==> src/rtl/scl_timer_pkg.sv <==
package scl_timer_pkg;
  typedef enum logic [1:0] {
    PH_IDLE,
    PH_LOW,
    PH_HIGH
  } scl_phase_e;

  localparam int NUM_DLY    = 2;
  localparam int DLY_SAMPLE = 0;  // dly_cfg low field
  localparam int DLY_LAUNCH = 1;  // dly_cfg high field
endpackage

==> src/rtl/scl_cfg_norm.sv <==
module scl_cfg_norm
  import scl_timer_pkg::*;
#(
  parameter int DIV_W = 16
) (
  input  logic                   clk,
  input  logic                   rst,
  input  logic [DIV_W-1:0]       div_raw,
  input  logic [2*DIV_W-1:0]     dly_raw,
  output logic [DIV_W-2:0]       half_q,
  output logic [DIV_W-2:0]       dly_q [NUM_DLY]
);
  localparam int HALF_W = DIV_W - 1;

  function automatic logic [HALF_W-1:0] fit_delay(input logic [DIV_W-1:0] raw,
                                                  input logic [HALF_W-1:0] lim);
    logic [DIV_W-1:0] nz;
    nz = (raw == '0) ? DIV_W'(1) : raw;
    if (nz > {1'b0, lim}) return lim;
    return nz[HALF_W-1:0];
  endfunction

  logic [HALF_W-1:0] half_c;
  logic [HALF_W-1:0] dly_c [NUM_DLY];

  // LSB dropped; an all-zero result selects the largest even divider
  assign half_c = (div_raw[DIV_W-1:1] == '0) ? {HALF_W{1'b1}} : div_raw[DIV_W-1:1];

  for (genvar g = 0; g < NUM_DLY; g++) begin : g_fit
    assign dly_c[g] = fit_delay(dly_raw[g*DIV_W +: DIV_W], half_c);
  end

  always_ff @(posedge clk) begin
    if (rst) begin
      half_q <= {HALF_W{1'b1}};
      for (int i = 0; i < NUM_DLY; i++) dly_q[i] <= HALF_W'(1);
    end else begin
      half_q <= half_c;
      for (int i = 0; i < NUM_DLY; i++) dly_q[i] <= dly_c[i];
    end
  end
endmodule

==> src/rtl/scl_phase_gen.sv <==
module scl_phase_gen
  import scl_timer_pkg::*;
#(
  parameter int HALF_W = 15
) (
  input  logic              clk,
  input  logic              rst,
  input  logic              enable,
  input  logic [HALF_W-1:0] half,
  input  logic              scl_sense,
  output logic              scl_q,
  output logic              fall_q,
  output logic              rise_q,
  output logic              hi_first
);
  scl_phase_e        phase;
  logic [HALF_W-1:0] cnt;
  logic [HALF_W-1:0] last;

  assign last     = half - 1'b1;
  assign hi_first = (phase == PH_HIGH) && scl_sense && (cnt == '0);

  always_ff @(posedge clk) begin
    if (rst || !enable) begin
      phase  <= PH_IDLE;
      scl_q  <= 1'b1;
      fall_q <= 1'b0;
      rise_q <= 1'b0;
      cnt    <= '0;
    end else begin
      fall_q <= 1'b0;
      rise_q <= 1'b0;
      case (phase)
        PH_IDLE: begin
          phase  <= PH_LOW;
          scl_q  <= 1'b0;
          fall_q <= 1'b1;
          cnt    <= '0;
        end
        PH_LOW: begin
          if (cnt == last) begin
            phase <= PH_HIGH;
            scl_q <= 1'b1;
            cnt   <= '0;
          end else begin
            cnt <= cnt + 1'b1;
          end
        end
        PH_HIGH: begin
          rise_q <= hi_first;
          if (scl_sense) begin
            if (cnt == last) begin
              phase  <= PH_LOW;
              scl_q  <= 1'b0;
              fall_q <= 1'b1;
              cnt    <= '0;
            end else begin
              cnt <= cnt + 1'b1;
            end
          end
        end
        default: phase <= PH_IDLE;
      endcase
    end
  end
endmodule

==> src/rtl/scl_edge_delay.sv <==
module scl_edge_delay #(
  parameter int CNT_W = 15
) (
  input  logic             clk,
  input  logic             rst,
  input  logic             clear,
  input  logic             trig,
  input  logic [CNT_W-1:0] dly,
  output logic             pulse_q
);
  logic             armed;
  logic [CNT_W-1:0] cnt;

  always_ff @(posedge clk) begin
    if (rst || clear) begin
      armed   <= 1'b0;
      cnt     <= '0;
      pulse_q <= 1'b0;
    end else begin
      pulse_q <= 1'b0;
      if (trig) begin
        if (dly == CNT_W'(1)) begin
          pulse_q <= 1'b1;
          armed   <= 1'b0;
        end else begin
          armed <= 1'b1;
          cnt   <= CNT_W'(1);
        end
      end else if (armed) begin
        if (cnt == dly - 1'b1) begin
          pulse_q <= 1'b1;
          armed   <= 1'b0;
        end else begin
          cnt <= cnt + 1'b1;
        end
      end
    end
  end
endmodule

==> src/rtl/scl_bit_timer.sv <==
module scl_bit_timer
  import scl_timer_pkg::*;
#(
  parameter int DIV_W = 16
) (
  input  logic               clk,
  input  logic               rst,
  input  logic               enable,
  input  logic [DIV_W-1:0]   div_cfg,
  input  logic [2*DIV_W-1:0] dly_cfg,
  input  logic               scl_sense,
  output logic               scl_out,
  output logic               scl_fall,
  output logic               scl_rise,
  output logic               launch_bit,
  output logic               sample_bit
);
  localparam int HALF_W = DIV_W - 1;

  logic [HALF_W-1:0] half;
  logic [HALF_W-1:0] dly_n [NUM_DLY];
  logic              trig  [NUM_DLY];
  logic              pulse [NUM_DLY];
  logic              fall_w;
  logic              hi_first;

  scl_cfg_norm #(.DIV_W(DIV_W)) i_cfg (
    .clk     (clk),
    .rst     (rst),
    .div_raw (div_cfg),
    .dly_raw (dly_cfg),
    .half_q  (half),
    .dly_q   (dly_n)
  );

  scl_phase_gen #(.HALF_W(HALF_W)) i_phase (
    .clk       (clk),
    .rst       (rst),
    .enable    (enable),
    .half      (half),
    .scl_sense (scl_sense),
    .scl_q     (scl_out),
    .fall_q    (fall_w),
    .rise_q    (scl_rise),
    .hi_first  (hi_first)
  );

  assign trig[DLY_LAUNCH] = fall_w;
  assign trig[DLY_SAMPLE] = hi_first;

  for (genvar g = 0; g < NUM_DLY; g++) begin : g_dly
    scl_edge_delay #(.CNT_W(HALF_W)) i_dly (
      .clk     (clk),
      .rst     (rst),
      .clear   (!enable),
      .trig    (trig[g]),
      .dly     (dly_n[g]),
      .pulse_q (pulse[g])
    );
  end

  assign scl_fall   = fall_w;
  assign launch_bit = pulse[DLY_LAUNCH];
  assign sample_bit = pulse[DLY_SAMPLE];
endmodule

==> config.mk <==
export PLATFORM = sky130hd
export DESIGN_NAME = scl_bit_timer
export DESIGN_NICKNAME = d
export VERILOG_FILES = /design/src/rtl/scl_timer_pkg.sv /design/src/rtl/scl_cfg_norm.sv /design/src/rtl/scl_phase_gen.sv /design/src/rtl/scl_edge_delay.sv /design/src/rtl/scl_bit_timer.sv
export SDC_FILE = /design/constraint.sdc
export NUM_CORES = 1
export LEC_CHECK = 0
export ABC_CLOCK_PERIOD_IN_PS = 3990
export BUFFER_PORTS_ARGS = -buffer_cell sky130_fd_sc_hd__buf_2
export CAP_MARGIN = 0
export CORE_ASPECT_RATIO = 1.4
export CORE_MARGIN = 2
export CORE_UTILIZATION = 50
export DETAILED_ROUTE_END_ITERATION = 10
export PLACE_DENSITY = 0.71
export SYNTH_ARGS = -nofsm -noshare
export SYNTH_HDL_FRONTEND = slang
export SYNTH_HIERARCHICAL = 1
export SYNTH_SLANG_ARGS = --single-unit
export TNS_END_PERCENT = 20
==> constraint.sdc <==
create_clock -name clk -period 3.99 [get_ports clk]
set_input_delay 0.399 -clock clk [delete_from_list [all_inputs] [get_ports clk]]
set_output_delay 0.399 -clock clk [all_outputs]
set_load 0.1 [all_outputs]
== Word level (Yosys, flattened, before mapping) ==
Cells that the tools add are included.

* Flip-flop bits (word level): 99
* Bits of input ports: 52

* $add $sub $neg: 6
* $lt $le $gt $ge: 2
* Equal/unequal tests: 14
* Muxes and demuxes: 47
* Bitwise logic cells: 1
* Reductions and logical operators: 18

{| class="wikitable"
|+ Operator list
! cell !! count
|-
| 15-bit 2-to-1 mux || 15
|-
| 15-bit by 1-bit adder with 15-bit output, second input constant || 3
|-
| 15-bit equality test || 3
|-
| 15-bit case mux with 3 select lines || 1
|-
| 15-bit by 1-bit subtractor with 15-bit output, second input constant || 3
|-
| 16-bit by 15-bit > comparator with 1-bit output || 2
|-
| 16-bit zero test || 2
|-
| 16-bit 2-to-1 mux || 2
|-
| 15-bit by 1-bit equality test with 1-bit output, second input constant || 2
|-
| 15-bit zero test || 2
|-
| 1-bit 2-to-1 mux || 23
|-
| 2-bit inequality test, second input constant || 5
|-
| 3-bit AND reduction || 3
|-
| 2-bit 2-to-1 mux || 3
|-
| 2-bit case mux with 3 select lines || 1
|-
| 2-bit by 1-bit inequality test with 1-bit output, second input constant || 2
|-
| 4-bit AND reduction || 1
|-
| 2-bit nonzero test || 2
|-
| 1-bit case mux with 3 select lines || 1
|-
| 3-bit nonzero test || 1
|-
| 2-bit by 1-bit equality test with 1-bit output, second input constant || 1
|-
| 2-bit equality test, second input constant || 1
|-
| 1-bit logical AND || 2
|-
| 2-bit zero test || 1
|-
| other kinds (6) || 6
|}

== Logic depth before layout (Yosys ltp) ==
* Depth in word-level cells: 5
* Mapped depth: 19
* Mapped depth without buffers: 13

== Hierarchy ==
Netlist, hierarchy kept.

{| class="wikitable"
|+ By module, submodules not included
! module !! times used !! cells each !! area an instance (µm²) !! sequential area each (µm²)
|-
| scl_edge_delay || 2 || 209 || 1541.5 || 340.3
|-
| scl_cfg_norm || 1 || 303 || 2657.5 || 900.9
|-
| scl_phase_gen || 1 || 227 || 1701.6 || 400.4
|-
| scl_bit_timer || 1 || 1 || 3.8 || 0.0
|}

== Worst setup path before layout ==
No wires, ideal clock.

* Path kind: input-to-reg
* Start: input port div_cfg[10]
* End: register i_cfg/dly_q[10] (netlist bit)
* Data arrival time: 3.767 ns
* Required time: 3.869 ns
* Setup slack: 0.102 ns
* Cell stages on the path: 17
* Buffers on the path: 5
* Cell sequence: or4_4 > nor4_4 > and2_1 > buf_2 > buf_2 > clkbuf_1 > nor2_1 > ha_1 > a31o_2 > a21oi_1 > o21ai_0 > a2111o_1 > a21oi_1 > a31o_2 > buf_6 > buf_12 > mux2_4

* Word-level cells in the longest chain between the ends: 5
* Elaborated cells between the ends (all ways): 6
* Those cells by class: order compare (1); mux (4); reduce/logical (1)

{| class="wikitable"
|+ Ends and longest elaborated chain
! item !! line !! RTL
|-
| from (decl) || scl_bit_timer.sv:9 || <nowiki>input logic [DIV_W-1:0] div_cfg,</nowiki>
|-
| 15-bit zero test || scl_cfg_norm.sv:27 || <nowiki>assign half_c = (div_raw[DIV_W-1:1] == '0) ? {HALF_W{1'b1}} : div_raw[DIV_W-1:1];</nowiki>
|-
| 15-bit 2-to-1 mux (*) || scl_cfg_norm.sv:27 ||
|-
| 16-bit by 15-bit > comparator with 1-bit output || scl_cfg_norm.sv:19 || <nowiki>if (nz > {1'b0, lim}) return lim;</nowiki>
|-
| 1-bit 2-to-1 mux || scl_cfg_norm.sv:19 ||
|-
| 15-bit 2-to-1 mux (*) || scl_cfg_norm.sv:20 || <nowiki>return nz[HALF_W-1:0];</nowiki>
|-
| to (decl) || scl_cfg_norm.sv:11 || <nowiki>output logic [DIV_W-2:0] dly_q [NUM_DLY]</nowiki>
|}

Every way passes the cells marked *; elsewhere a longest branch is shown, timed or not. The select of a mux whose other input is x is not followed.
A chain may end at the register's enable or synchronous reset.

== Final worst setup path ==
* Start: input port div_cfg[10]
* End: register i_cfg/dly_q[21] (netlist bit)

Same word-level chain as after synthesis.

==> summary.txt <==
Clocking
  • Setup repair bufs after CTS: 0
  • CTS Buf Count: 9
  • Clk buf depth: 2
  • H-tree depth: 3
  • Post_cts resized: 0
  • Sink Count: 99
  • Clk_lat worst skew: 0.35 ns
  • Clock slew at reported path FFs: 0.07 ns
  • CTS tree: done
  • Hold buffers post-CTS: 0
  • Root buffer cell: clkbuf_16

Setup path
  • Crit start category: primary input
  • Buf/Inv on CP: 3
  • Crit-path cells: buf_2 -> or4_4 -> nor4_4 -> and2_1 -> buf_12 -> nor2_1 -> ha_1 -> nand4b_1 -> or3_1 -> mux2i_1 -> o2111ai_1 -> a2bb2oi_2 -> buf_12 -> nor2_1 -> a211oi_1
  • Highest-delay cell along the critical path: or4_4
  • CP endpoint kind: flop
  • Largest delay contributor family on the critical path: simple AND/OR/NAND/NOR gates
  • CP max stage delay: 0.56 ns
  • Setup CP Type: primary input to flop
  • Worst Path Arrival: 3.73 ns
  • Reg2Reg Setup Slack: 0.66 ns
  • Maximum fanout along the worst path: 34
  • Worst path required time: 4.24 ns

STA
  • Final Setup Violations: 0
  • Measured slew at the worst slew-check pin: 1.073 ns
  • Pins Over Slew Limit: 0
  • Tcrit/Tclk final: 0.8720
  • Relative slew margins: 0.2817
  • Max Freq: 287.4 MHz
  • Post-layout min period: 3.479 ns
  • RSZ-0062 raised after global routing: no
  • Final Hold Fails: 0
  • Setup total negative slack: 0 ns
  • Final Skew: 0.01118 ns

Cells and area
  • Area Growth Syn to Fin: 7.444%
  • Multi-input gate area: 4966 um2
  • Register area: 1982 um2
  • Final Net Count: 1028
  • Finished Core Util: 0.5514
  • Filler instances: 1386
  • Antenna Cells: 0
  • Layout cells sized above 1: 0.1469

Yosys
  • Async SR Flop Fraction: 0
  • Count leader, synth: dfxtp_1
  • Synth Area in Adders: 0.06301
  • Simple-gate portion of the synthesized area: 0.3208
  • EDFF count, synth: 0
  • Main combinational cell family by area after synthesis: simple AND/OR/NAND/NOR gates
  • Register area share after synthesis: 0.2662
  • Top post-synthesis cells by count: dfxtp_1 (99), nor2_1 (83), nand3_1 (70)
  • Cell taking the most area after synthesis: dfxtp_1
  • Commonest register cell after synthesis: dfxtp_1
  • Synth area leaders: dfxtp_1 (27%), ha_1 (5.9%), nand3_1 (4.7%)
  • Syn_nets: 1036
  • XOR/XNOR Fraction of Synth Area: 0.06117
  • Compound-Gate Fraction of Synth Area: 0.1704
  • Mux share of post-synthesis cell area: 0.05075
  • Top cell type's share of synthesized area: 0.2662
  • Synthesized flop and latch total: 99
  • Post-synthesis cell type count: 69
  • Mean Syn Cell Area: 7.846 um2
  • Yosys Warn Count: 6
  • Synth Instances: 949
  • Mapped Area: 7446 um2

Power and ir drop
  • Clock Power Share: 0.363
  • Peak VDD IR: 224.4 uV
  • Net Sw Power: 695.5 uW
  • Comb pwr share: 0.187
  • Pwr Density: 301.1 nW/um2
  • Net Sw Frac: 0.2887
  • P_leak: 2.985 nW
  • Sequential Power Share: 0.449
  • P_int: 1.713 mW

GRT
  • Largest net degree at the start of global routing: 65
  • First-pass GRT wire length: 32.33 mm
  • Vias in the first global route: 6721
  • Initial antenna violation count: 1
  • GRT overflow: 0
  • Total GRT Usage: 0.2510

Route
  • Detail Route Antenna Nets: 0
  • Drt drc: 0
  • Drt pass-1 iters: 5
  • Iter 0 DRT Violations: 481
  • Via density: 6.239
  • Detailed-route wire length: 19.63 mm
  • Routed vias: 7081
  • Wire length per cell: 17.30 um

Run status
  • Outcome: completed

Placement
  • Count of input and output buffers: 55
  • HPWL Detailed: 14.53 mm
  • Final GP Congestion: 0.8758

Floorplan
  • FP Rows: 52
  • Starting Density: 0.5132
  • Die area: 15900 um2
  • Die height: 148.4 um
  • I/O pin count: 57
  • Die X: 107.1 um
  • Core ar.: 14510 um2

Worst hold path
  • Worst min-delay path category: primary input to flop

Flow run
  • Max-cap violations: 0
-- per-layer routing --
layer / vias to the layer above / track usage / part of all wire
li1: 3472 / - / -
met1: 3382 / 0.2916 / 0.41
met2: 184 / 0.4563 / 0.52
met3: 41 / 0.03637 / 0.045
met4: 2 / 0.1013 / 0.028
met5: - / 0 / 0.00066
-- registers in the layout, indices dropped and copies added (netlist names) --
register,cells
i_cfg/half_q,15
i_cfg/dly_q,30
i_phase/fall_q,1
g_dly.i_dly/armed,2
i_phase/phase,2
g_dly.i_dly/pulse_q,2
i_phase/rise_q,1
g_dly.i_dly/cnt,30
i_phase/scl_q,1
i_phase/cnt,15
-- cells by family after synthesis --
group	count (synthesis)
and+or+nand+nor	431
AOI/OAI and AO/OA	179
buffers and inverters	119
DFF	99
xor gates and xnor gates	52
adders and majority gates	38
muxes	31
-- cells in the final DEF (no fill, tap or decap), types with 12 or more instances in the layout --
| master | n |
|---|---|
| a211oi_1 | 18 |
| a21oi_1 | 41 |
| a31o_2 | 15 |
| a31oi_1 | 19 |
| and2_1 | 14 |
| and3_1 | 15 |
| buf_2 | 55 |
| dfxtp_1 | 99 |
| ha_1 | 35 |
| inv_1 | 34 |
| mux2_4 | 12 |
| mux2i_1 | 13 |
| nand2_1 | 55 |
| nand3_1 | 70 |
| nand4_1 | 28 |
| nor2_1 | 83 |
| nor2b_1 | 21 |
| nor3_1 | 19 |
| nor4_1 | 19 |
| o21ai_0 | 15 |
| or2_2 | 13 |
| or3_1 | 26 |
| or4_1 | 20 |
| xnor2_1 | 23 |
| xor2_1 | 29 |
-- worst reg2reg max path, cell delays in order, from the launching register on --
cell and delay [ns]:
dfxtp_1 0.40, or4_4 0.61, or4_4 0.57, mux2_4 0.31, mux2i_1 0.13, o22ai_1 0.15, a311o_1 0.49, and2_1 0.31
a31o_2 0.27
-- power groups by stage --
| stage | clock network, mW | logic [mW] | registers, mW |
|---|---|---|---|
| after floorplan | 0 | 0.335 | 1.09 |
| after global placement | 0 | 0.438 | 1.10 |
| after detailed placement | 0 | 0.443 | 1.11 |
| after CTS | 0.894 | 0.447 | 1.08 |
| after global routing | 0.935 | 0.498 | 1.09 |
| final | 0.875 | 0.452 | 1.08 |
-- area by class of cell --
cell class | count | share of cell area
Multi-Input combinational cell | 731 | 0.6207
Clock inverter | 5 | 0.007507
Timing Repair Buffer | 66 | 0.04942
Tap cell | 189 | 0.02956
Sequential cell | 99 | 0.2477
Inverter | 34 | 0.01595
Clock buffer | 11 | 0.02909
-- stage by stage --
step,worst slack (ns),hold WS [ns],instance area (um2),std cells,power [mW]
floorplan,0.1018,0.4717,7446,949,1.425
CTS,0.5542,0.2609,8000,1135,2.423
detailed placement,0.2009,0.5191,7707,1119,1.549
global placement,0.2507,0.5129,7707,1119,1.542
global route,0.3259,0.2747,8000,1135,2.523
finish,0.5106,0.2732,8000,1135,2.409
-- worst paths after layout --
kind,from,to,depth (start not counted)
max reg2reg,i_cfg/dly_q[21]$_SDFF_PP0_,g_dly[0].i_dly/cnt[3]$_SDFFE_PP0P_,8
min,div_cfg[11],i_cfg/half_q[10]$_SDFF_PP1_,2
max,div_cfg[10],i_cfg/dly_q[21]$_SDFF_PP0_,15
min reg2reg,g_dly[0].i_dly/cnt[14]$_SDFFE_PP0P_,g_dly[0].i_dly/cnt[14]$_SDFFE_PP0P_,2
No activity file was read; power rests on OpenSTA's default activity.
